## src/rtl/dma_eng_pkg.sv

```systemverilog
package dma_eng_pkg;
  typedef enum logic [2:0] {
    ST_IDLE, ST_WAIT, ST_REQ, ST_ACK, ST_RD, ST_CAP, ST_WR, ST_REL
  } dma_st_t;
  localparam logic MODE_STEAL = 1'b0;
  localparam logic MODE_BLOCK = 1'b1;
endpackage

```

## src/rtl/dma_ptr.sv

```systemverilog
module dma_ptr #(
  parameter int AW = 8,
  parameter int CW = 8
) (
  input  logic          clk,
  input  logic          rst,
  input  logic          load,
  input  logic          step,
  input  logic [AW-1:0] src_in,
  input  logic [AW-1:0] dst_in,
  input  logic [CW-1:0] len_in,
  output logic [AW-1:0] src,
  output logic [AW-1:0] dst,
  output logic          last,
  output logic          rem_zero
);
  logic [CW-1:0] rem;

  always_ff @(posedge clk) begin
    if (rst) begin
      src <= '0;
      dst <= '0;
      rem <= '0;
    end else if (load) begin
      src <= src_in;
      dst <= dst_in;
      rem <= len_in;
    end else if (step) begin
      src <= src + 1'b1;
      dst <= dst + 1'b1;
      rem <= rem - 1'b1;
    end
  end

  assign last     = (rem == CW'(1));
  assign rem_zero = (rem == '0);
endmodule

```

## src/rtl/dma_hold.sv

```systemverilog
module dma_hold #(
  parameter int DW = 8
) (
  input  logic          clk,
  input  logic          rst,
  input  logic          cap,
  input  logic [DW-1:0] din,
  output logic [DW-1:0] dout
);
  always_ff @(posedge clk) begin
    if (rst)      dout <= '0;
    else if (cap) dout <= din;
  end
endmodule

```

## src/rtl/dma_irq.sv

```systemverilog
module dma_irq (
  input  logic clk,
  input  logic rst,
  input  logic set,
  input  logic clr,
  output logic irq
);
  always_ff @(posedge clk) begin
    if (rst)      irq <= 1'b0;
    else if (set) irq <= 1'b1;
    else if (clr) irq <= 1'b0;
  end
endmodule

```

## src/rtl/dma_ctl.sv

```systemverilog
module dma_ctl
  import dma_eng_pkg::*;
(
  input  logic    clk,
  input  logic    rst,
  input  logic    go,
  input  logic    go_mode,
  input  logic    len_zero,
  input  logic    dev_ready,
  input  logic    bus_grant,
  input  logic    rel_ack,
  input  logic    last,
  input  logic    rem_zero,
  output dma_st_t state,
  output logic    load,
  output logic    step,
  output logic    done
);
  dma_st_t nxt;
  logic    mode_q;

  always_comb begin
    nxt  = state;
    load = 1'b0;
    step = 1'b0;
    done = 1'b0;
    unique case (state)
      ST_IDLE: if (go) begin
        if (len_zero) done = 1'b1;
        else begin
          load = 1'b1;
          nxt  = ST_WAIT;
        end
      end
      ST_WAIT: if (dev_ready) nxt = ST_REQ;
      ST_REQ:  if (bus_grant) nxt = ST_ACK;
      ST_ACK:  nxt = ST_RD;
      ST_RD:   nxt = ST_CAP;
      ST_CAP:  nxt = ST_WR;
      ST_WR: begin
        step = 1'b1;
        nxt  = (last || mode_q == MODE_STEAL) ? ST_REL : ST_RD;
      end
      ST_REL: if (rel_ack) begin
        if (rem_zero) begin
          done = 1'b1;
          nxt  = ST_IDLE;
        end else begin
          nxt = ST_WAIT;
        end
      end
      default: nxt = ST_IDLE;
    endcase
  end

  always_ff @(posedge clk) begin
    if (rst) begin
      state  <= ST_IDLE;
      mode_q <= MODE_STEAL;
    end else begin
      state <= nxt;
      if (load) mode_q <= go_mode;
    end
  end
endmodule

```

## src/rtl/dma_engine.sv

```systemverilog
module dma_engine
  import dma_eng_pkg::*;
#(
  parameter int AW = 8,
  parameter int CW = 8,
  parameter int DW = 8
) (
  input  logic          clk,
  input  logic          rst,
  input  logic          cmd_go,
  input  logic          cmd_mode,
  input  logic [AW-1:0] cmd_src,
  input  logic [AW-1:0] cmd_dst,
  input  logic [CW-1:0] cmd_len,
  input  logic          irq_clr,
  input  logic          dev_ready,
  input  logic          bus_grant,
  input  logic          rel_ack,
  input  logic [DW-1:0] mem_rdata,
  output logic          bus_req,
  output logic          grant_ack,
  output logic          bus_rel,
  output logic [AW-1:0] mem_addr,
  output logic          mem_rd,
  output logic          mem_wr,
  output logic [DW-1:0] mem_wdata,
  output logic          busy,
  output logic          irq
);
  dma_st_t       state;
  logic          load, step, done, last, rem_zero;
  logic [AW-1:0] src, dst;

  dma_ctl u_ctl (
    .clk(clk), .rst(rst), .go(cmd_go), .go_mode(cmd_mode),
    .len_zero(cmd_len == '0), .dev_ready(dev_ready), .bus_grant(bus_grant),
    .rel_ack(rel_ack), .last(last), .rem_zero(rem_zero),
    .state(state), .load(load), .step(step), .done(done)
  );

  dma_ptr #(.AW(AW), .CW(CW)) u_ptr (
    .clk(clk), .rst(rst), .load(load), .step(step),
    .src_in(cmd_src), .dst_in(cmd_dst), .len_in(cmd_len),
    .src(src), .dst(dst), .last(last), .rem_zero(rem_zero)
  );

  dma_hold #(.DW(DW)) u_hold (
    .clk(clk), .rst(rst), .cap(state == ST_CAP), .din(mem_rdata), .dout(mem_wdata)
  );

  dma_irq u_irq (
    .clk(clk), .rst(rst), .set(done), .clr(irq_clr), .irq(irq)
  );

  // Outputs decode the registered state only.
  assign grant_ack = (state == ST_ACK) || (state == ST_RD) ||
                     (state == ST_CAP) || (state == ST_WR);
  assign bus_req   = (state == ST_REQ) || grant_ack;
  assign bus_rel   = (state == ST_REL);
  assign mem_rd    = (state == ST_RD);
  assign mem_wr    = (state == ST_WR);
  assign mem_addr  = mem_wr ? dst : src;
  assign busy      = (state != ST_IDLE);
endmodule

```

## config.mk

```make
export PLATFORM = sky130hd
export DESIGN_NAME = dma_engine
export DESIGN_NICKNAME = d
export VERILOG_FILES = /design/src/rtl/dma_eng_pkg.sv /design/src/rtl/dma_ptr.sv /design/src/rtl/dma_hold.sv /design/src/rtl/dma_irq.sv /design/src/rtl/dma_ctl.sv /design/src/rtl/dma_engine.sv
export SDC_FILE = /design/constraint.sdc
export NUM_CORES = 1
export LEC_CHECK = 0
export ABC_AREA = 1
export ABC_CLOCK_PERIOD_IN_PS = 1500
export BUFFER_PORTS_ARGS = -buffer_cell sky130_fd_sc_hd__buf_2
export CAP_MARGIN = 0
export CORE_ASPECT_RATIO = 0.6
export CORE_MARGIN = 2
export CORE_UTILIZATION = 50
export CTS_CLUSTER_DIAMETER = 30
export DETAILED_ROUTE_END_ITERATION = 8
export GPL_TIMING_DRIVEN = 0
export MAX_ROUTING_LAYER = met4
export PLACE_DENSITY = 0.77
export SYNTH_ARGS = -nofsm -noshare
export SYNTH_HDL_FRONTEND = slang
export SYNTH_SLANG_ARGS = --single-unit
```

## constraint.sdc

```tcl
create_clock -name clk -period 1.5 [get_ports clk]
set_input_delay 0 -clock clk [delete_from_list [all_inputs] [get_ports clk]]
set_output_delay 0 -clock clk [all_outputs]
set_load 0.1 [all_outputs]
```

==> metrics.txt <==
WL per Instance about 14 um; Global Route Usage Sum 0.284; Final Critical Period between 1 and 1.5 ns; PD cells around 1100 nW/um^2; DRT Wirelength 7630 um; Rel. slew slack 0.556; number of global-route vias before repair approximately 2,400; Hold Startpoint cmd_src[3]; HPWL Detailed 4880 um; initial antenna violation count 0; Worst Path Arrival between 1.5 and 2 ns; HP Class in2reg; Hold Path Stages 3; synthesized net count 411; worst clock skew roughly 0.0037 ns; failing checks hold timing; Max Slew Vio Count 0; DRT iter0 DRCs just over 300; Endpoint, Worst Hold u_ptr.src[3]$_SDFFE_PP0P_; pin count of the biggest net entering global routing 14; design area 3590 um^2; P&R area growth vs syn 54.9%; YS warnings 0; Critical Path Fanout Max 6; dpl cell area 2820 um^2; Worst R2R Start u_ctl.state[1]$_SDFFE_PP0P_; max-cap violation count 0; Initial Util 0.513; port buffer count 62; CTS tree built; Die Y 56.7 um; #FFs+latches synth 37; Setup WS pre-CTS -0.406 ns; Syn Inst Count between 300 and 400; Die X-Extent slightly above 90 um; Seq/Total Area, Yosys 0.319; Cells after DPL ~490; Root Buffer clkbuf_8; CP Class reg2reg; ANT nets after route 0; Achievable Freq roughly 670 MHz; PnR worst setup slack roughly 0.0038 ns; critical path's largest stage delay 0.39 ns; Net count, final 515; cell at the slowest stage of the critical path dfxtp_4; DRC Markers 0; worst-case clock buffer depth 2; number of library cell types mapped by synthesis 30; I/O Pins 63; Startpoint Class register; Static Leak roughly 1.7 nW; CP Cell Sequence nor2_4 -> nand2_8 -> nor2_8 -> nand2_8 -> buf_8 -> buf_8 -> nand3_1 -> a31oi_1; Reg2Reg Depth 8; Clk Latency, worst-skew pair around 0.30 ns; final hold vios 2; Slew @ Worst Pin around 0.67 ns; FF-to-FF setup slack 0.004 ns; ratio of cells with drive above 1 in the final layout 0.301; die area 5220 um^2; total core area between 4000 and 5000 um^2; Power Total between 0.003 and 0.004 W; Syn Area/Cell between 6 and 7 um^2; first-pass GRT wire length 11,300 um; RSZ-0062 raised after global routing yes; TritonRoute pass-1 iters 7; final setup vio count 0; status complete, but fails checks; via count around 2,800; final worst-path cycle share 0.997; number of placement rows 19; Congestion Overflow GR 0; clock slew at reported path FFs around 0.080 ns; routed vias/inst approximately 5.3; Final Non-Filler Cells ~540; Max IR drop VDD between 600 and 700 uV; Crit. End Element register; CTS sink count 37; RR Endpoint u_ptr.dst[1]$_SDFFE_PP0P_; CTS Buf Count 5; CTS H-tree lvls 2; diode count 0; Syn Std Cell Area approximately 2300 um^2; Fin Hold WS -0.0122 ns; Required @ worst endpoint around 1.7 ns; gp weighted congestion slightly above 0.9
==> per-stage QoR <==
step                 TNS [ns]   util
floorplan              -0.768      -
global placement        -1.96  0.624
detailed placement      -2.11  0.624
CTS                 -0.000748  0.743
global route           -0.346  0.795
finish                      0  0.795
==> registers in the layout (all words and copies together), names as in the netlist <==
register	cells
u_hold.dout	8
u_ptr.dst	8
u_ptr.rem	8
u_ptr.src	8
u_ctl.state	3
u_ctl.mode_q	1
u_irq.irq	1
==> layout make-up <==
type / count / area, um^2
clock inverter: 3 / 68.8
inverter: 47 / 199
timing repair buffer: 98 / 816
fill: 304 / 925
clock buffer: 5 / 68.8
buffer: 12 / 133
sequential: 37 / 749
multi-input combinational: 270 / 1480
tap: 63 / 78.8
==> metal layers <==
metal,up-vias,GRT usage,share of wire
met2,140,0.410,0.42
met3,8,0.0658,0.10
li1,1381,-,-
met5,-,-,0
met4,0,0.0448,0.0084
met1,1287,0.411,0.46
==> what timing repair did <==
action | CTS | global route
hold buffers | 16 | 0
endpoints found under the hold margin | 16 | 0
pin swaps | 2 | 12
setup endpoints to repair | 18 | 32
resized for setup | 49 | 28
setup buffers | 7 | 9
cloned | 1 | 3
==> synth_stat cells <==
library cell / instances / area [um^2]
a21oi_1: 25 / 125
a31oi_1: 2 / 12.5
buf_1: 1 / 3.75
buf_2: 3 / 15.0
buf_4: 1 / 7.51
buf_6: 5 / 56.3
clkbuf_1: 3 / 11.3
clkinv_2: 1 / 5.00
dfxtp_1: 37 / 741
ha_1: 4 / 50.1
inv_1: 43 / 161
inv_2: 3 / 11.3
nand2_1: 95 / 357
nand2_4: 2 / 22.5
nand3_1: 43 / 215
nand3_2: 2 / 20.0
nand3b_1: 1 / 7.51
nand4_1: 1 / 6.26
nor2_1: 46 / 173
nor2_4: 2 / 22.5
nor2_8: 1 / 20.0
nor3_1: 2 / 10.0
o211ai_1: 1 / 7.51
o21a_1: 2 / 15.0
o21ai_0: 30 / 150
o21ai_2: 2 / 17.5
o21bai_1: 1 / 7.51
or2_2: 1 / 6.26
xnor2_1: 1 / 8.76
xor2_1: 6 / 52.6
==> worst max-delay path: cells and delay by family, from the launching register on <==
| kind | cells | cell delay [ns] |
|---|---|---|
| AOI/OAI and AO/OA | 1 | 0.08 |
| buffers and inverters | 2 | 0.30 |
| DFF | 1 | 0.39 |
| and+or+nand+nor | 5 | 0.60 |
==> worst max-delay path by stage <==
stage	slack, ns	end	startpoint	depth (start not counted)
floorplan	-0.20	mem_addr[5]	u_ctl.state[1]$_SDFFE_PP0P_	4
detailed placement	-0.41	mem_addr[7]	u_ctl.state[0]$_SDFFE_PP0P_	6
global route	-0.05	u_ctl.mode_q$_SDFFE_PP0P_	u_ctl.state[1]$_SDFFE_PP0P_	8
CTS	-0.0007	u_ptr.dst[1]$_SDFFE_PP0P_	u_ctl.state[1]$_SDFFE_PP0P_	9
global placement	-0.39	mem_addr[7]	u_ctl.state[0]$_SDFFE_PP0P_	6
finish	0.004	u_ptr.dst[1]$_SDFFE_PP0P_	u_ctl.state[1]$_SDFFE_PP0P_	8
==> cell families after synthesis <==
| family | after synthesis | synth area share |
|---|---|---|
| AOI/OAI and AO/OA | 63 | 0.145 |
| xor gates and xnor gates | 7 | 0.0264 |
| adders and majority gates | 4 | 0.0216 |
| buffers and inverters | 60 | 0.117 |
| DFF | 37 | 0.319 |
| and+or+nand+nor | 196 | 0.371 |
==> cells in the final DEF (no fill, tap or decap), types with 7 or more instances in the layout <==
cell           count
nand2_1           87
a21oi_1           22
buf_8              7
inv_1             42
dlygate4sd3_1     16
nand3_1           42
nor2_1            43
buf_4             18
buf_2             51
dfxtp_1           34
o21ai_0           19
==> power breakdown <==
part	internal, W	switching (W)
sequential	0.00108	0.000109
clock	0.000670	0.000410
combinational	0.000627	0.000962
(Power assumes the default switching activity.)
